### config.mk
export PLATFORM = sky130hd
export DESIGN_NAME = ser_link
export DESIGN_NICKNAME = d
export VERILOG_FILES = /design/src/rtl/ser_link_pkg.sv /design/src/rtl/ser_fifo.sv /design/src/rtl/ser_baud.sv /design/src/rtl/ser_tx.sv /design/src/rtl/ser_rx.sv /design/src/rtl/ser_link.sv
export SDC_FILE = /design/constraint.sdc
export NUM_CORES = 1
export LEC_CHECK = 0
export BUFFER_PORTS_ARGS = -buffer_cell sky130_fd_sc_hd__buf_2
export CAP_MARGIN = 20
export CORE_MARGIN = 5
export CORE_UTILIZATION = 57
export DETAILED_ROUTE_END_ITERATION = 16
export PLACE_DENSITY = 0.72
export SLEW_MARGIN = 30
export SYNTH_ARGS = -nofsm -noshare
export SYNTH_HDL_FRONTEND = slang
export SYNTH_SLANG_ARGS = --single-unit
### constraint.sdc
create_clock -name clk -period 3.73 [get_ports clk]
set_clock_uncertainty 0.2 [all_clocks]
set_input_delay 0.5595 -clock clk [delete_from_list [all_inputs] [get_ports clk]]
set_output_delay 0.5595 -clock clk [all_outputs]
set_load 0.01 [all_outputs]
### src/rtl/ser_link_pkg.sv
package ser_link_pkg;

    localparam logic [4:0] OFS_DATA = 5'h00;
    localparam logic [4:0] OFS_ERR  = 5'h04;
    localparam logic [4:0] OFS_LINE = 5'h08;
    localparam logic [4:0] OFS_DIVH = 5'h0C;
    localparam logic [4:0] OFS_DIVL = 5'h10;
    localparam logic [4:0] OFS_CTRL = 5'h14;
    localparam logic [4:0] OFS_FLAG = 5'h18;
    localparam logic [4:0] OFS_INT  = 5'h1C;

    // Line-format word; field positions are software visible.
    typedef struct packed {
        logic [1:0] wlen;      // 6:5 data bits minus five
        logic       fifo_en;   // 4
        logic       two_stop;  // 3
        logic       par_even;  // 2
        logic       par_en;    // 1
        logic       brk_tx;    // 0
    } line_t;

    typedef struct packed {
        logic [7:0] data;
        logic       brk;
        logic       perr;
        logic       ferr;
    } rx_word_t;

    typedef enum logic [2:0] {
        SL_IDLE, SL_START, SL_DATA, SL_PAR, SL_STOP
    } ser_state_e;

    function automatic logic [7:0] data_mask(input logic [1:0] wlen);
        return 8'hFF >> (2'd3 - wlen);
    endfunction

    function automatic logic [2:0] last_idx(input logic [1:0] wlen);
        return {1'b1, wlen};
    endfunction

    function automatic logic par_calc(input logic [7:0] d, input logic even);
        return even ? (^d) : ~(^d);
    endfunction

endpackage

### src/rtl/ser_fifo.sv
module ser_fifo #(
    parameter int W     = 8,
    parameter int DEPTH = 16,
    localparam int AW   = $clog2(DEPTH),
    localparam int CW   = AW + 1
) (
    input  logic          clk,
    input  logic          rst,
    input  logic          flush,
    input  logic          single,
    input  logic          push,
    input  logic [W-1:0]  din,
    input  logic          pop,
    output logic [W-1:0]  dout,
    output logic [CW-1:0] count,
    output logic          empty,
    output logic          full
);
    logic [W-1:0]  mem [DEPTH];
    logic [AW-1:0] wp, rp;
    logic          do_push, do_pop;

    assign empty   = (count == '0);
    assign full    = single ? !empty : (count == CW'(DEPTH));
    assign do_push = push && !full;
    assign do_pop  = pop && !empty;
    assign dout    = mem[rp];

    always_ff @(posedge clk) begin
        if (do_push) mem[wp] <= din;
    end

    always_ff @(posedge clk) begin
        if (rst || flush) begin
            wp    <= '0;
            rp    <= '0;
            count <= '0;
        end else begin
            if (do_push) wp <= wp + 1'b1;
            if (do_pop)  rp <= rp + 1'b1;
            case ({do_push, do_pop})
                2'b10:   count <= count + 1'b1;
                2'b01:   count <= count - 1'b1;
                default: count <= count;
            endcase
        end
    end
endmodule

### src/rtl/ser_baud.sv
module ser_baud #(
    parameter int DW = 16
) (
    input  logic          clk,
    input  logic          rst,
    input  logic          en,
    input  logic [DW-1:0] div,
    output logic          tick
);
    logic [DW-1:0] cnt;

    assign tick = en && (cnt >= div);

    always_ff @(posedge clk) begin
        if (rst || !en)   cnt <= '0;
        else if (tick)    cnt <= '0;
        else              cnt <= cnt + 1'b1;
    end
endmodule

### src/rtl/ser_tx.sv
module ser_tx
    import ser_link_pkg::*;
(
    input  logic       clk,
    input  logic       rst,
    input  logic       tick,
    input  logic       en,
    input  line_t      line,
    input  logic       have,
    input  logic [7:0] din,
    output logic       pop,
    output logic       txd,
    output logic       busy
);
    ser_state_e st;
    logic [3:0] sub;
    logic [2:0] bitn;
    logic       stop2;
    logic [7:0] cur;
    logic       bitval;

    assign pop  = (st == SL_IDLE) && en && have;
    assign busy = (st != SL_IDLE);

    always_comb begin
        case (st)
            SL_START: bitval = 1'b0;
            SL_DATA:  bitval = cur[bitn];
            SL_PAR:   bitval = par_calc(cur, line.par_even);
            default:  bitval = 1'b1;
        endcase
    end

    always_ff @(posedge clk) begin
        if (rst) begin
            st    <= SL_IDLE;
            sub   <= '0;
            bitn  <= '0;
            stop2 <= 1'b0;
            cur   <= '0;
            txd   <= 1'b1;
        end else begin
            txd <= line.brk_tx ? 1'b0 : bitval;
            if (st == SL_IDLE) begin
                if (pop) begin
                    cur   <= din & data_mask(line.wlen);
                    st    <= SL_START;
                    sub   <= '0;
                    bitn  <= '0;
                    stop2 <= 1'b0;
                end
            end else if (tick) begin
                sub <= sub + 1'b1;
                if (sub == 4'd15) begin
                    case (st)
                        SL_START: st <= SL_DATA;
                        SL_DATA: begin
                            if (bitn == last_idx(line.wlen))
                                st <= line.par_en ? SL_PAR : SL_STOP;
                            else
                                bitn <= bitn + 1'b1;
                        end
                        SL_PAR: st <= SL_STOP;
                        SL_STOP: begin
                            if (line.two_stop && !stop2) stop2 <= 1'b1;
                            else                         st    <= SL_IDLE;
                        end
                        default: st <= SL_IDLE;
                    endcase
                end
            end
        end
    end
endmodule

### src/rtl/ser_rx.sv
module ser_rx
    import ser_link_pkg::*;
(
    input  logic     clk,
    input  logic     rst,
    input  logic     tick,
    input  logic     en,
    input  line_t    line,
    input  logic     rxd,
    output logic     push,
    output rx_word_t word,
    output logic     start_seen
);
    ser_state_e st;
    logic [3:0] sub;
    logic [2:0] bitn;
    logic [7:0] shreg;
    logic       par_rx;
    logic       rxd_prev;
    logic       zero_all, pbad;

    assign pbad     = line.par_en && (par_rx != par_calc(shreg, line.par_even));
    assign zero_all = (shreg == '0) && !rxd && (!line.par_en || !par_rx);

    always_ff @(posedge clk) begin
        if (rst) begin
            st         <= SL_IDLE;
            sub        <= '0;
            bitn       <= '0;
            shreg      <= '0;
            par_rx     <= 1'b0;
            rxd_prev   <= 1'b1;
            push       <= 1'b0;
            start_seen <= 1'b0;
            word       <= '0;
        end else begin
            push       <= 1'b0;
            start_seen <= 1'b0;
            rxd_prev   <= rxd;
            if (st == SL_IDLE) begin
                if (en && rxd_prev && !rxd) begin
                    st         <= SL_START;
                    sub        <= '0;
                    bitn       <= '0;
                    shreg      <= '0;
                    start_seen <= 1'b1;
                end
            end else if (tick) begin
                sub <= sub + 1'b1;
                if (sub == 4'd7) begin
                    case (st)
                        SL_START: if (rxd) st <= SL_IDLE;
                        SL_DATA:  shreg[bitn] <= rxd;
                        SL_PAR:   par_rx <= rxd;
                        SL_STOP: begin
                            push      <= 1'b1;
                            word.data <= shreg;
                            word.brk  <= zero_all;
                            word.perr <= pbad && !zero_all;
                            word.ferr <= !rxd && !zero_all;
                            st        <= SL_IDLE;
                        end
                        default: st <= SL_IDLE;
                    endcase
                end else if (sub == 4'd15) begin
                    case (st)
                        SL_START: st <= SL_DATA;
                        SL_DATA: begin
                            if (bitn == last_idx(line.wlen))
                                st <= line.par_en ? SL_PAR : SL_STOP;
                            else
                                bitn <= bitn + 1'b1;
                        end
                        SL_PAR:  st <= SL_STOP;
                        default: ;
                    endcase
                end
            end
        end
    end
endmodule

### src/rtl/ser_link.sv
module ser_link
    import ser_link_pkg::*;
#(
    parameter int DEPTH        = 16,
    parameter int DIV_W        = 16,
    parameter int TIMEOUT_BITS = 32,
    localparam int CW          = $clog2(DEPTH) + 1,
    localparam int TO_TICKS    = TIMEOUT_BITS * 16,
    localparam int TW          = $clog2(TO_TICKS + 1)
) (
    input  logic        clk,
    input  logic        rst,
    input  logic        bus_sel,
    input  logic        bus_wr,
    input  logic [4:0]  bus_addr,
    input  logic [31:0] bus_wdata,
    output logic [31:0] bus_rdata,
    output logic        irq,
    input  logic        rxd,
    output logic        txd,
    input  logic        cts,
    input  logic        dsr,
    input  logic        dcd
);
    localparam logic [CW-1:0] HALF    = CW'(DEPTH / 2);
    localparam logic [TW-1:0] TO_LAST = TW'(TO_TICKS - 1);

    line_t            line_r;
    logic [DIV_W-1:0] div_r;
    logic [6:0]       ctrl_r;
    logic             wr_en, rd_en, wr_data, rd_data, fifo_flush;
    logic             tick;
    logic             tx_empty, tx_full, tx_pop, tx_busy;
    logic [7:0]       tx_head;
    logic [CW-1:0]    tx_cnt, rx_cnt;
    logic             rx_push, rx_empty, rx_full, start_seen, pop_ok;
    rx_word_t         rx_word, rx_head;
    logic             rxd_s1, rxd_s2;
    logic [2:0]       mod_now, mod_prev;
    logic             mis, rtis, ris, tis, ovr, err_hide;
    logic [TW-1:0]    to_cnt;
    logic [3:0]       int_view;
    logic             unused_bits;

    assign unused_bits = ^bus_wdata[31:8];
    assign wr_en      = bus_sel && bus_wr;
    assign rd_en      = bus_sel && !bus_wr;
    assign wr_data    = wr_en && (bus_addr == OFS_DATA);
    assign rd_data    = rd_en && (bus_addr == OFS_DATA);
    assign pop_ok     = rd_data && !rx_empty;
    assign fifo_flush = wr_en && (bus_addr == OFS_LINE) && (bus_wdata[4] != line_r.fifo_en);

    // Configuration registers
    always_ff @(posedge clk) begin
        if (rst) begin
            line_r <= '0;
            div_r  <= '0;
            ctrl_r <= '0;
        end else if (wr_en) begin
            case (bus_addr)
                OFS_LINE: line_r <= line_t'(bus_wdata[6:0]);
                OFS_DIVL: div_r[7:0] <= bus_wdata[7:0];
                OFS_DIVH: div_r[DIV_W-1:8] <= bus_wdata[DIV_W-9:0];
                OFS_CTRL: ctrl_r <= bus_wdata[6:0];
                default: ;
            endcase
        end
    end

    ser_baud #(.DW(DIV_W)) u_baud (
        .clk(clk), .rst(rst), .en(ctrl_r[0]), .div(div_r), .tick(tick)
    );

    ser_fifo #(.W(8), .DEPTH(DEPTH)) u_txq (
        .clk(clk), .rst(rst), .flush(fifo_flush), .single(!line_r.fifo_en),
        .push(wr_data), .din(bus_wdata[7:0]), .pop(tx_pop), .dout(tx_head),
        .count(tx_cnt), .empty(tx_empty), .full(tx_full)
    );

    ser_tx u_tx (
        .clk(clk), .rst(rst), .tick(tick), .en(ctrl_r[0]), .line(line_r),
        .have(!tx_empty), .din(tx_head), .pop(tx_pop), .txd(txd), .busy(tx_busy)
    );

    always_ff @(posedge clk) begin
        if (rst) begin
            rxd_s1 <= 1'b1;
            rxd_s2 <= 1'b1;
        end else begin
            rxd_s1 <= rxd;
            rxd_s2 <= rxd_s1;
        end
    end

    ser_rx u_rx (
        .clk(clk), .rst(rst), .tick(tick), .en(ctrl_r[0]), .line(line_r),
        .rxd(rxd_s2), .push(rx_push), .word(rx_word), .start_seen(start_seen)
    );

    ser_fifo #(.W($bits(rx_word_t)), .DEPTH(DEPTH)) u_rxq (
        .clk(clk), .rst(rst), .flush(fifo_flush), .single(!line_r.fifo_en),
        .push(rx_push), .din(rx_word), .pop(rd_data), .dout(rx_head),
        .count(rx_cnt), .empty(rx_empty), .full(rx_full)
    );

    // Error word: overrun is sticky, the head flags can be hidden by a clear write
    always_ff @(posedge clk) begin
        if (rst) begin
            ovr      <= 1'b0;
            err_hide <= 1'b0;
        end else begin
            if (pop_ok || (rx_push && rx_empty) || fifo_flush) err_hide <= 1'b0;
            if (wr_en && (bus_addr == OFS_ERR)) begin
                ovr      <= 1'b0;
                err_hide <= 1'b1;
            end
            if (rx_push && rx_full) ovr <= 1'b1;
        end
    end

    // Receive timeout
    always_ff @(posedge clk) begin
        if (rst) begin
            to_cnt <= '0;
            rtis   <= 1'b0;
        end else begin
            if (rx_empty || start_seen || pop_ok) to_cnt <= '0;
            else if (tick && !rtis)               to_cnt <= to_cnt + 1'b1;
            if (tick && !rx_empty && !rtis && !start_seen && to_cnt == TO_LAST) rtis <= 1'b1;
            if (pop_ok || fifo_flush) rtis <= 1'b0;
        end
    end

    // Modem inputs and change cause
    always_ff @(posedge clk) begin
        if (rst) begin
            mod_now  <= '0;
            mod_prev <= '0;
            mis      <= 1'b0;
        end else begin
            mod_now  <= {dcd, dsr, cts};
            mod_prev <= mod_now;
            if (wr_en && (bus_addr == OFS_INT)) mis <= 1'b0;
            if (mod_now != mod_prev)            mis <= 1'b1;
        end
    end

    assign ris = line_r.fifo_en ? (rx_cnt >= HALF) : !rx_empty;
    assign tis = line_r.fifo_en ? (tx_cnt <= HALF) : tx_empty;
    assign int_view = {rtis & ctrl_r[6], tis & ctrl_r[5], ris & ctrl_r[4], mis & ctrl_r[3]};

    always_ff @(posedge clk) begin
        if (rst) irq <= 1'b0;
        else     irq <= |int_view;
    end

    always_comb begin
        bus_rdata = '0;
        case (bus_addr)
            OFS_DATA: bus_rdata[7:0] = rx_empty ? 8'h00 : rx_head.data;
            OFS_ERR:  bus_rdata[3:0] = {ovr, (err_hide || rx_empty) ? 3'b000
                                        : {rx_head.brk, rx_head.perr, rx_head.ferr}};
            OFS_LINE: bus_rdata[6:0] = line_r;
            OFS_DIVH: bus_rdata[DIV_W-9:0] = div_r[DIV_W-1:8];
            OFS_DIVL: bus_rdata[7:0] = div_r[7:0];
            OFS_CTRL: bus_rdata[6:0] = ctrl_r;
            OFS_FLAG: bus_rdata[7:0] = {tx_empty && !tx_busy, 1'b0, tx_full, rx_empty, 1'b0, mod_now};
            OFS_INT:  bus_rdata[3:0] = int_view;
            default:  bus_rdata = '0;
        endcase
    end
endmodule

==> reports/summary.txt, run 1 <==
source-to-sink clock delay at the later pin of the worst-skew pair: 0.58 ns
CTS tree: done
number of buffers created by CTS: 46
worst min path class: input pin to flip-flop
die outline width: 197 microns
RSZ-0062 raised after global routing: no
growth of design area from synthesis to finish: 12.5%
placeable core region: 34500 sq um
maximum resistive drop on vdd: 426 uV
detailed placer's ending HPWL: 28300 microns
final weighted congestion of routability-driven global placement: 0.909
cell with the most instances after synthesis: sky130_fd_sc_hd__edfxtp_1
Clock Power Share: 45.5%
num ports: 79
r2r worst-path depth: 12
first-pass GRT wire length: 68300 microns
switching share of power: 19.8%
average footprint of a synthesized cell: 13.8 sq um
Initial Util: 57.6%
largest net degree at the start of global routing: 71
run status: finished, final reports clean
critical path start-end classification: flip-flop to output port
post-detailed-route count of antenna-violating nets: 0
proportion of layout cells with a drive suffix above 1: 18.2%
vertical extent of the die: 197 microns
total die area: 38600 sq um
I/O Buffers: 30
Longest Clk Path Bufs: 3
fraction of the yosys area taken by sequential cells: 61.7%
worst setup path endpoint: bus_rdata[0]
GR Util All Layers: 22.8%
Int Power: 8.17 mW
FF+latch count, synth: 460
arrival time worst endpoint: 2.89 ns
total wirelength of the detailed-routed design: 43500 microns
initial antenna violation count: 0
leading post-synthesis cells by instance count: sky130_fd_sc_hd__edfxtp_1, sky130_fd_sc_hd__dfxtp_1, sky130_fd_sc_hd__nor2_1, sky130_fd_sc_hd__mux4_2, sky130_fd_sc_hd__nand2_1
PD cells: 456 nW/um^2
Mapped Cells: 1434
number of warnings printed during yosys synthesis: 0
Worst Max-Slew Pin Slew: 0.863 ns
Min Hold Slack: 0.147 ns
critical path endpoint category: output port
vias in the first global route: 11900
clock slew at the register clock pins of the worst setup and hold paths: 0.06 ns
final total negative setup slack: 0 ns
share of synthesized flip-flops with an asynchronous set or reset: 0%
top cell type by total area after synthesis: sky130_fd_sc_hd__edfxtp_1
period utilization: 97.8%
Static Leak: 7.32 nW
number of sinks on the clock net: 460
max-cap viol count: 0
fill count: 2482
Antenna diodes: 0
critical path required time: 2.97 ns
top area cells in the synthesized netlist: sky130_fd_sc_hd__edfxtp_1, sky130_fd_sc_hd__dfxtp_1, sky130_fd_sc_hd__mux4_2
peak fanout along the critical path: 10
count of endpoints failing setup in the final report: 0
post-synth design cell area: 19800 sq um
final critical-path required period: 3.65 ns
end of the worst register-to-register path: u_txq.count[4]
number of levels in the clock H-tree: 2
switching pwr: 2.02 mW
Remaining Overflow, GRT: 0
Reg2Reg Launch Point: u_txq.count[0]
post-synth cell types: 74
maximum frequency from static timing analysis: 274 MHz
top cell type's share of synthesized area: 46.0%
most common flop cell mapped by yosys: sky130_fd_sc_hd__edfxtp_1
DRC violation count after routing: 0
count of endpoints failing hold in the final timing report: 0
setup slack of the most critical reg-to-reg path: 0.45 ns
average wire length per cell after detail routing: 21.8 microns
CTS Root Buffer Type: sky130_fd_sc_hd__clkbuf_16
Reg power frac: 53.1%
number of nets in the layout: 1601
number of flops mapped to enable cells by yosys: 304
number of standard-cell rows in the floorplan: 68
Worst slew margin: 41.0%
relative contribution of combinational cells to total power: 1.4%
element type at the critical path start: flip-flop
routed vias: 12000
final max-slew violation count: 0
per-cell via count in the routed design: 5.97
1st-iter DRT viols: 1021
number of detailed-route iterations in the first pass: 7
==> final cells by class <==
type / count / area [sq um] / share of cell area, %
tap: 455 / 569 / 2.55
inverter: 56 / 210 / 0.942
timing repair buffer: 100 / 751 / 3.36
clock inverter: 15 / 244 / 1.09
sequential: 460 / 12300 / 54.9
clock buffer: 69 / 1280 / 5.72
multi-input combinational: 846 / 7010 / 31.4
==> layout by cell type, fill, tap and decap left out, types with 7 or more instances in the layout <==
cell type	synthesis	final
sky130_fd_sc_hd__a22oi_1	9	7
sky130_fd_sc_hd__nand2_1	71	71
sky130_fd_sc_hd__nor2_1	155	155
sky130_fd_sc_hd__or3_1	13	13
sky130_fd_sc_hd__a21oi_1	51	51
sky130_fd_sc_hd__nand2b_1	19	19
sky130_fd_sc_hd__a21o_1	7	7
sky130_fd_sc_hd__dfxtp_1	156	153
sky130_fd_sc_hd__and3_1	15	15
sky130_fd_sc_hd__xnor2_1	32	32
sky130_fd_sc_hd__clkbuf_1	43	19
sky130_fd_sc_hd__buf_2	17	29
sky130_fd_sc_hd__conb_1	1	24
sky130_fd_sc_hd__nand4_1	16	16
sky130_fd_sc_hd__nand3_1	25	25
sky130_fd_sc_hd__edfxtp_1	304	304
sky130_fd_sc_hd__o31ai_1	9	9
sky130_fd_sc_hd__nor2b_1	18	18
sky130_fd_sc_hd__inv_1	55	55
sky130_fd_sc_hd__o211ai_1	15	15
sky130_fd_sc_hd__a31oi_1	8	8
sky130_fd_sc_hd__clkbuf_16	0	46
sky130_fd_sc_hd__buf_4	25	63
sky130_fd_sc_hd__ha_1	44	44
sky130_fd_sc_hd__o21ai_0	23	23
sky130_fd_sc_hd__a221o_1	7	7
sky130_fd_sc_hd__nor3_1	25	23
sky130_fd_sc_hd__or4_1	11	11
sky130_fd_sc_hd__mux2i_1	48	48
sky130_fd_sc_hd__nor4_1	7	7
sky130_fd_sc_hd__xor2_1	23	23
sky130_fd_sc_hd__mux4_2	95	95
==> worst max-delay path: stages, from the launching register on <==
cell	delay, ns
sky130_fd_sc_hd__dfxtp_4	0.42
sky130_fd_sc_hd__buf_12	0.17
sky130_fd_sc_hd__mux4_2	0.51
sky130_fd_sc_hd__mux4_2	0.51
sky130_fd_sc_hd__a22oi_2	0.22
sky130_fd_sc_hd__buf_4	0.17
sky130_fd_sc_hd__nand4_1	0.13
sky130_fd_sc_hd__buf_2	0.17
==> worst min-delay path by stage <==
| stage | to | cells after the start | startpoint | slack (ns) |
|---|---|---|---|---|
| 2_1_floorplan | rxd_s2 | 1 | rxd_s1 | 0.19 |
| 3_3_place_gp | rxd_s2 | 1 | rxd_s1 | 0.19 |
| 3_5_place_dp | rxd_s2 | 1 | rxd_s1 | 0.20 |
| 4_1_cts | err_hide | 3 | bus_sel | 0.10 |
| 5_1_grt | err_hide | 3 | bus_sel | 0.13 |
| 6_report | err_hide | 3 | bus_sel | 0.15 |
==> power groups by stage <==
| stage | Combinational, mW | Clock (mW) | Sequential, mW |
|---|---|---|---|
| final | 0.143 | 4.63 | 5.40 |
| after global routing | 0.155 | 4.97 | 5.40 |
| after CTS | 0.140 | 4.74 | 5.40 |
| after detailed placement | 0.137 | 0 | 5.51 |
| after global placement | 0.133 | 0 | 5.51 |
| after floorplan | 0.0934 | 0 | 5.51 |
==> layer usage <==
metal | global-route usage (%) | share of wire [%] | up-vias
li1 | - | - | 5531
met1 | 31.9 | 42 | 5984
met2 | 37.6 | 49 | 366
met3 | 3.78 | 6.3 | 71
met4 | 6.52 | 2.5 | 0
met5 | 0 | 0 | -
==> logic make-up (layout without fill, tap and decap cells) <==
family,after synthesis,in the layout,synth area share [%]
buf+inv,151,240,3.47
other cells,1,24,0.0189
fa+ha+maj,47,47,3.03
compound gates,173,173,5.94
simple gates,403,403,10.1
mux,144,144,13.3
xor+xnor,55,55,2.43
flops,460,460,61.7
==> metrics by stage <==
step,worst slack [ns],instance area (sq um),util (%),power [mW],std cells
2_1_floorplan,0.544,19900,-,5.60,1457
3_3_place_gp,0.426,20700,60.0,5.65,1907
3_5_place_dp,0.401,20700,60.0,5.65,1907
4_1_cts,0.0122,22300,64.7,10.3,1998
5_1_grt,0.000145,22300,64.8,10.5,2001
6_report,0.0815,22300,64.8,10.2,2001
==> registers in the layout, indices dropped and copies added (netlist names), 7 cells and up, named ones only <==
name        cells
u_baud.cnt     16
div_r          16
u_txq.mem     128
ctrl_r          7
line_r          7
u_rx.shreg      8
u_rx.word      11
u_rxq.mem     176
to_cnt         10
u_tx.cur        8
==> repair_timing <==
action                                  in CTS  in global routing
buffers inserted                             2                  3
hold endpoints to repair                     4                  0
hold buffers                                 4                  0
pin swaps                                    1                  0
gates cloned                                 1                  0
resized for setup                            3                  0
endpoints found under the setup margin       3                  3
No activity file was read; power rests on OpenSTA's default activity.
==> run 2: changes to the inputs <==
--- a/config.mk
+++ b/config.mk
@@ -5,6 +5,7 @@
 export SDC_FILE = /design/constraint.sdc
 export NUM_CORES = 1
 export LEC_CHECK = 0
+export ABC_AREA = 1
 export BUFFER_PORTS_ARGS = -buffer_cell sky130_fd_sc_hd__buf_2
 export CAP_MARGIN = 20
 export CORE_MARGIN = 5
==> run 2 against run 1 <==
  * Sequential share of layout area about the same
  * Critical path type unchanged
  * Routed wire length increased by 7.5%
  * Critical path depth increased by 3
  * Critical endpoint is now bus_rdata[7]
==> reports/summary.txt, run 2 <==
count of endpoints failing setup in the final report: 0 (unchanged)
logic depth of the worst path, buffers included: 10 (was 7)
critical path required time: 2.97 ns (about the same)
GR Layer Usage met3: 3.50% (was 3.78%)
Reg power frac: 52.0% (was 53.1%)
proportion of layout cells with a drive suffix above 1: 10.3% (was 18.2%)
registers with the highest flip-flop counts: u_rxq.mem x176, u_txq.mem x128 (unchanged)
fill count: 2662 (was 2482)
1st-iter DRT viols: 1305 (was 1021)
number of warnings printed during yosys synthesis: 0 (unchanged)
highest-delay cell along the critical path: sky130_fd_sc_hd__dfxtp_2 (was sky130_fd_sc_hd__mux4_2)
arrival time worst endpoint: 2.79 ns (was 2.89 ns)
Antenna diodes: 0 (unchanged)
Clock Power Share: 46.6% (was 45.5%)
max-cap viol count: 0 (unchanged)
worst min path class: input pin to flip-flop (unchanged)
top area cells in the synthesized netlist: sky130_fd_sc_hd__edfxtp_1, sky130_fd_sc_hd__dfxtp_1, sky130_fd_sc_hd__nor2_1 (was sky130_fd_sc_hd__edfxtp_1, sky130_fd_sc_hd__dfxtp_1, sky130_fd_sc_hd__mux4_2)
number of flops mapped to enable cells by yosys: 304 (unchanged)
initial antenna violation count: 0 (unchanged)
share of the core filled with cells in the final layout: 64.4% (was 64.8%)
final weighted congestion of routability-driven global placement: 0.911 (was 0.909)
Hold Path Origin: cts (was bus_sel)
DRC violation count after routing: 0 (unchanged)
FF+latch count, synth: 460 (unchanged)
critical path start-end classification: flip-flop to output port (unchanged)
Worst Max-Slew Pin Slew: 0.883 ns (was 0.863 ns)
number of detailed-route iterations in the first pass: 7 (unchanged)
final total negative setup slack: 0 ns (unchanged)
total die area: 39000 sq um (was 38600 sq um)
run status: finished, final reports clean (unchanged)
Int Power: 8.39 mW (was 8.17 mW)
largest incremental delay on the critical path: 0.34 ns (was 0.51 ns)
vias in the first global route: 13900 (was 11900)
GR met2 Demand/Resource: 39.1% (was 37.6%)
Worst Path Buf+Inv: 4 (was 3)
CTS Root Buffer Type: sky130_fd_sc_hd__clkbuf_16 (unchanged)
Mapped Cells: 1929 (was 1434)
Min Hold Slack: 0.0169 ns (was 0.147 ns)
register with the most flip-flops: u_rxq.mem (unchanged)
per-cell via count in the routed design: 5.84 (was 5.97)
post-synth design cell area: 20100 sq um (was 19800 sq um)
number of levels in the clock H-tree: 2 (unchanged)
top library cells by usage in the layout, fill and taps aside: sky130_fd_sc_hd__edfxtp_1, sky130_fd_sc_hd__nor2_1, sky130_fd_sc_hd__o21ai_0, sky130_fd_sc_hd__nand2_1, sky130_fd_sc_hd__dfxtp_1 (was sky130_fd_sc_hd__edfxtp_1, sky130_fd_sc_hd__nor2_1, sky130_fd_sc_hd__dfxtp_1, sky130_fd_sc_hd__mux4_2, sky130_fd_sc_hd__nand2_1)
die outline width: 198 microns (was 197 microns)
share of synthesized flip-flops with an asynchronous set or reset: 0% (unchanged)
most common flop cell mapped by yosys: sky130_fd_sc_hd__edfxtp_1 (unchanged)
CTS tree: done (unchanged)
family with the most delay on the worst path: buffers and inverters (was multiplexers)
num ports: 79 (unchanged)
Initial Util: 57.9% (was 57.6%)
switching share of power: 19.2% (was 19.8%)
element type at the critical path start: flip-flop (unchanged)
number of buffers created by CTS: 46 (unchanged)
cells along the critical path: inv_2 > buf_12 > buf_4 > o21ai_0 > o221ai_1 > nand3_1 > nand2_1 > a21oi_1 > o41ai_1 > buf_2 (was buf_12 > mux4_2 > mux4_2 > a22oi_2 > buf_4 > nand4_1 > buf_2)
global-route met1 utilization: 32.7% (was 31.9%)
relative contribution of combinational cells to total power: 1.4% (about the same)
total wirelength of the detailed-routed design: 46800 microns (was 43500 microns)
first-pass GRT wire length: 73800 microns (was 68300 microns)
GR Util All Layers: 23.6% (was 22.8%)
RSZ-0062 raised after global routing: no (unchanged)
critical path endpoint category: output port (unchanged)
maximum frequency from static timing analysis: 282 MHz (was 274 MHz)
post-CTS setup-driven buffer insertion count: 0 (was 2)
post-detailed-route count of antenna-violating nets: 0 (unchanged)
detailed placer's ending HPWL: 29600 microns (was 28300 microns)
cell count of the worst hold path: 3 (unchanged)
I/O Buffers: 30 (unchanged)
final max-slew violation count: 0 (unchanged)
count of endpoints failing hold in the final timing report: 0 (unchanged)
number of sinks on the clock net: 460 (unchanged)
Static Leak: 8.08 nW (was 7.32 nW)
source-to-sink clock delay at the later pin of the worst-skew pair: 0.56 ns (was 0.58 ns)
most common cell after layout, fill and taps aside: sky130_fd_sc_hd__edfxtp_1 (unchanged)
placeable core region: 34600 sq um (was 34500 sq um)
average wire length per cell after detail routing: 19.0 microns (was 21.8 microns)
post-synth cell types: 60 (was 74)
most crowded layer after global routing: met2 (unchanged)
peak fanout along the critical path: 47 (was 10)
cell with the most instances after synthesis: sky130_fd_sc_hd__edfxtp_1 (unchanged)
routed vias: 14400 (was 12000)
largest net degree at the start of global routing: 89 (was 71)
Reg2Reg Launch Point: ctrl_r[0] (was u_txq.count[0])
period utilization: 95.1% (was 97.8%)
number of standard-cell rows in the floorplan: 68 (unchanged)
top cell type's share of synthesized area: 45.5% (was 46.0%)
growth of design area from synthesis to finish: 11.2% (was 12.5%)
Remaining Overflow, GRT: 0 (unchanged)
number of nets in the layout: 2062 (was 1601)
Longest Clk Path Bufs: 3 (unchanged)
average footprint of a synthesized cell: 10.4 sq um (was 13.8 sq um)
final critical-path required period: 3.55 ns (was 3.65 ns)
switching pwr: 1.99 mW (was 2.02 mW)
top cell type by total area after synthesis: sky130_fd_sc_hd__edfxtp_1 (unchanged)
fraction of the yosys area taken by sequential cells: 61.1% (was 61.7%)
clock slew at the register clock pins of the worst setup and hold paths: 0.06 ns (about the same)
max reg flops: 176 (unchanged)
Worst slew margin: 41.1% (was 41.0%)
vertical extent of the die: 198 microns (was 197 microns)
leading post-synthesis cells by instance count: sky130_fd_sc_hd__edfxtp_1, sky130_fd_sc_hd__nor2_1, sky130_fd_sc_hd__o21ai_0, sky130_fd_sc_hd__nand2_1, sky130_fd_sc_hd__dfxtp_1 (was sky130_fd_sc_hd__edfxtp_1, sky130_fd_sc_hd__dfxtp_1, sky130_fd_sc_hd__nor2_1, sky130_fd_sc_hd__mux4_2, sky130_fd_sc_hd__nand2_1)
maximum resistive drop on vdd: 501 uV (was 426 uV)
PD cells: 465 nW/um^2 (was 456 nW/um^2)
r2r worst-path depth: 13 (was 12)
## run 2: changes by cell type after synthesis, sizes merged, moves of 19 or more
cell | previous run | this run
nand3 | 25 | 63
nand2b | 19 | 0
o221ai | 0 | 48
a21oi | 51 | 124
o21ai | 24 | 211
nor2 | 155 | 300
inv | 56 | 158
mux4 | 95 | 0
mux2i | 48 | 14
nand2 | 72 | 197
## run 2: metrics by stage
| step | setup slack, ns | cells | area [sq um] | total power [mW] |
|---|---|---|---|---|
| 2_1_floorplan | 0.840 | 1952 | 20100 | 5.60 |
| 3_3_place_gp | 0.516 | 2375 | 20700 | 5.65 |
| 6_report | 0.184 | 2463 | 22300 | 10.4 |
| 3_5_place_dp | 0.502 | 2375 | 20700 | 5.65 |
| 4_1_cts | 0.160 | 2463 | 22300 | 10.4 |
| 5_1_grt | 0.0475 | 2463 | 22300 | 10.7 |
## run 2: worst reg2reg max path: cells and delay by family, from the launching register on
| family | cells | cell delay, ns |
|---|---|---|
| buf+inv | 5 | 0.63 |
| flops | 1 | 0.57 |
| fa+ha+maj | 2 | 0.70 |
| simple gates | 1 | 0.19 |
| compound gates | 5 | 0.52 |
## run 2: final timing paths
path	endpoint	slack, ns
max reg2reg	u_txq.count[4]	0.85
min reg2reg	rxd_s2	0.22
min	mod_now[0]	0.02
max	bus_rdata[7]	0.18
## run 2: routing by layer
| layer | vias up | wire, microns |
|---|---|---|
| li1 | 6862 | - |
| met1 | 6947 | 19800 |
| met2 | 495 | 22500 |
| met3 | 86 | 3290 |
| met4 | 0 | 1210 |
| met5 | - | 0 |
## run 2: what timing repair did
action	CTS	global route
hold buffers	3	0
resized for setup	0	0
endpoints found under the hold margin	3	0
## run 2: layout make-up
cell class	count	area [sq um]	area share (%)
tap	455	569	2.55
sequential	460	12300	54.9
multi-input combinational	1225	6730	30.2
inverter	160	606	2.71
clock inverter	20	275	1.23
clock buffer	65	1330	5.95
timing repair buffer	78	543	2.43
## run 2: kinds of logic (layout without fill, tap and decap cells)
family                   Yosys count  after routing  synth area share [%]
AND/OR/NAND/NOR                  635            635                  13.9
AO/OA/AOI/OAI                    471            471                  14.0
buffers and inverters            267            323                  5.78
adder cells (fa/ha/maj)           46             46                  2.94
flip-flops                       460            460                  61.1
multiplexers                      14             14                 0.699
other                              1             24                0.0187
XOR/XNOR                          35             35                  1.53
## run 2: power groups by stage
stage               Clock [mW]  Combinational, mW  Sequential, mW
floorplan                    0             0.0905            5.51
global placement             0              0.134            5.51
detailed placement           0              0.136            5.51
CTS                       4.89              0.140            5.40
global route              5.14              0.156            5.40
finish                    4.84              0.143            5.40
==> run 3: changes to the inputs <==
--- a/config.mk
+++ b/config.mk
@@ -9,7 +9,8 @@
 export BUFFER_PORTS_ARGS = -buffer_cell sky130_fd_sc_hd__buf_2
 export CAP_MARGIN = 20
 export CORE_MARGIN = 5
-export CORE_UTILIZATION = 57
+export CORE_UTILIZATION = 55
+export CTS_CLUSTER_SIZE = 8
 export DETAILED_ROUTE_END_ITERATION = 16
 export PLACE_DENSITY = 0.72
 export SLEW_MARGIN = 30
==> run 3 against run 2 <==
  * Combinational power is 3% lower
  * Non-clock buffer count is 2 lower
  * Largest power group is now the clock network
  * Critical path depth is 1 lower
  * Die area is 3.5% higher
  * Routed wire length is 0.67% higher
  * Via count is 0.47% higher
  * Global-route usage is 0.72 points lower
==> reports/summary.txt, run 3 (same netlist as run 2, synthesis figures left out) <==
largest net degree at the start of global routing: 71 (was 89)
Worst Max-Slew Pin Slew: 0.903 ns (was 0.883 ns)
area post-placement: 20700 sq um (about the same)
element type at the critical path start: flip-flop (unchanged)
switching share of power: 19.4% (was 19.2%)
Longest Clk Path Bufs: 3 (unchanged)
fill count: 2865 (was 2662)
detailed placer's ending HPWL: 29600 microns (about the same)
Int Power: 8.90 mW (was 8.39 mW)
Initial Util: 55.2% (was 57.9%)
routed vias: 14500 (was 14400)
clock slew at the register clock pins of the worst setup and hold paths: 0.05 ns (was 0.06 ns)
CTS Root Buffer Type: sky130_fd_sc_hd__clkbuf_16 (unchanged)
total wirelength of the detailed-routed design: 47100 microns (was 46800 microns)
Reg2Reg Launch Point: u_txq.count[1] (was ctrl_r[0])
largest incremental delay on the critical path: 0.34 ns (about the same)
source-to-sink clock delay at the later pin of the worst-skew pair: 0.56 ns (about the same)
post-detailed-route count of antenna-violating nets: 0 (unchanged)
peak fanout along the critical path: 70 (was 47)
I/O Buffers: 30 (unchanged)
maximum resistive drop on vdd: 497 uV (was 501 uV)
registers with the highest flip-flop counts: u_rxq.mem x176, u_txq.mem x128 (unchanged)
max reg flops: 176 (unchanged)
register with the most flip-flops: u_rxq.mem (unchanged)
number of levels in the clock H-tree: 3 (was 2)
share of the core filled with cells in the final layout: 62.2% (was 64.4%)
1st-iter DRT viols: 1226 (was 1305)
count of endpoints failing setup in the final report: 0 (unchanged)
RSZ-0062 raised after global routing: no (unchanged)
area of the multi-input gates: 6730 sq um (unchanged)
switching pwr: 2.14 mW (was 1.99 mW)
num ports: 79 (unchanged)
vertical extent of the die: 201 microns (was 198 microns)
maximum frequency from static timing analysis: 288 MHz (was 282 MHz)
number of nets in the layout: 2081 (was 2062)
Remaining Overflow, GRT: 0 (unchanged)
highest-delay cell along the critical path: sky130_fd_sc_hd__buf_12 (was sky130_fd_sc_hd__dfxtp_2)
final weighted congestion of routability-driven global placement: 0.878 (was 0.911)
Reg power frac: 49.0% (was 52.0%)
final cell area excluding filler cells: 22600 sq um (was 22300 sq um)
average wire length per cell after detail routing: 18.9 microns (was 19.0 microns)
Clock Power Share: 49.7% (was 46.6%)
end of the worst register-to-register path: u_txq.count[4] (unchanged)
Static Leak: 8.21 nW (was 8.08 nW)
top library cells by usage in the layout, fill and taps aside: sky130_fd_sc_hd__edfxtp_1, sky130_fd_sc_hd__nor2_1, sky130_fd_sc_hd__o21ai_0, sky130_fd_sc_hd__nand2_1, sky130_fd_sc_hd__dfxtp_1 (unchanged)
PD cells: 488 nW/um^2 (was 465 nW/um^2)
setup slack of the most critical reg-to-reg path: 0.81 ns (was 0.85 ns)
vias in the first global route: 14100 (was 13900)
arrival time worst endpoint: 2.71 ns (was 2.79 ns)
growth of design area from synthesis to finish: 12.8% (was 11.2%)
worst min path class: input pin to flip-flop (unchanged)
CTS tree: done (unchanged)
cell count of the worst hold path: 3 (unchanged)
Hold Path Origin: cts (unchanged)
GR Util All Layers: 22.9% (was 23.6%)
placeable core region: 36300 sq um (was 34600 sq um)
relative contribution of combinational cells to total power: 1.2% (was 1.4%)
Hold EP: mod_now[0] (unchanged)
footprint of the flip-flops and latches: 12300 sq um (about the same)
cells along the critical path: inv_2 > buf_12 > o21ai_0 > o221ai_1 > nand3_1 > nand2_1 > nand2_1 > o2111ai_1 > buf_2 (was inv_2 > buf_12 > buf_4 > o21ai_0 > o221ai_1 > nand3_1 > nand2_1 > a21oi_1 > o41ai_1 > buf_2)
Most Frequent Cell on Critical Path: sky130_fd_sc_hd__nand2_1
per-cell via count in the routed design: 5.79 (was 5.84)
number of detailed-route iterations in the first pass: 5 (was 7)
overall power consumption: 11.0 mW (was 10.4 mW)
critical path start-end classification: flip-flop to output port (unchanged)
final critical-path required period: 3.47 ns (was 3.55 ns)
number of standard-cell rows in the floorplan: 70 (was 68)
die outline width: 201 microns (was 198 microns)
run status: finished, final reports clean (unchanged)
proportion of layout cells with a drive suffix above 1: 10.2% (was 10.3%)
Worst slew margin: 39.7% (was 41.1%)
max-cap viol count: 0 (unchanged)
count of endpoints failing hold in the final timing report: 0 (unchanged)
final max-slew violation count: 0 (unchanged)
most common cell after layout, fill and taps aside: sky130_fd_sc_hd__edfxtp_1 (unchanged)
critical path endpoint category: output port (unchanged)
initial antenna violation count: 0 (unchanged)
total of cells resized after clock tree synthesis: 0 (unchanged)
final total negative setup slack: 0 ns (unchanged)
critical path required time: 2.97 ns (about the same)
period utilization: 93.1% (was 95.1%)
number of buffers created by CTS: 67 (was 46)
Antenna diodes: 0 (unchanged)
DRC violation count after routing: 0 (unchanged)
total die area: 40400 sq um (was 39000 sq um)
r2r worst-path depth: 16 (was 13)
number of sinks on the clock net: 460 (unchanged)
first-pass GRT wire length: 74600 microns (was 73800 microns)
[run 3: changes by cell type in the layout (fill, tap and decap cells not counted), sizes merged]
cell and delta:
clkbuf +41, inv +2, dlygate4sd3 -2, clkinvlp -1, clkinv -12, bufinv -7
[run 3: worst max-delay path: cells and delay by family, from the launching register on]
| family | cells | cell delay, ns |
|---|---|---|
| compound gates | 3 | 0.47 |
| buf+inv | 3 | 0.80 |
| flops | 1 | 0.33 |
| simple gates | 3 | 0.55 |
[run 3: worst max-delay path by stage]
stage	end	slack, ns	depth (start not counted)
after detailed placement	u_rxq.count[4]	0.44	18
after global placement	u_rxq.count[4]	0.56	18
after floorplan	u_txq.count[4]	0.84	16
after global routing	bus_rdata[1]	0.08	9
final	bus_rdata[1]	0.26	9
after CTS	bus_rdata[1]	0.26	9
[run 3: repair_timing]
item	in CTS	in global routing
endpoints found under the hold margin	1	0
setup buffers	0	0
hold buffers	1	0
[run 3: final cells by class]
class,count,share of cell area [%]
Multi-Input combinational cell,1225,29.8
Timing Repair Buffer,76,2.31
Sequential cell,460,54.2
Inverter,160,2.67
Clock inverter,2,0.0608
Clock buffer,106,8.44
Tap cell,468,2.59
[run 3: layer usage]
| layer | vias up | wire, microns | GRT usage [%] |
|---|---|---|---|
| met3 | 103 | 3700 | 4.93 |
| met1 | 6931 | 19400 | 30.4 |
| li1 | 6913 | - | - |
| met4 | 0 | 1490 | 8.28 |
| met5 | - | 0 | 0 |
| met2 | 510 | 22500 | 37.4 |
[run 3: per-stage QoR]
| step | hold slack, ns | setup WS [ns] | cells |
|---|---|---|---|
| 3_5_place_dp | 0.222 | 0.444 | 2388 |
| 4_1_cts | 0.00465 | 0.261 | 2497 |
| 6_report | 0.0202 | 0.256 | 2497 |
| 2_1_floorplan | 0.189 | 0.840 | 1952 |
| 5_1_grt | 0.0244 | 0.0802 | 2497 |
| 3_3_place_gp | 0.227 | 0.565 | 2388 |
[run 3: power by group through the flow]
stage	Clock [mW]	Combinational [mW]	Sequential, mW
floorplan	0	0.0905	5.51
global placement	0	0.130	5.51
detailed placement	0	0.133	5.51
CTS	5.56	0.135	5.42
global route	5.83	0.151	5.41
finish	5.49	0.138	5.42
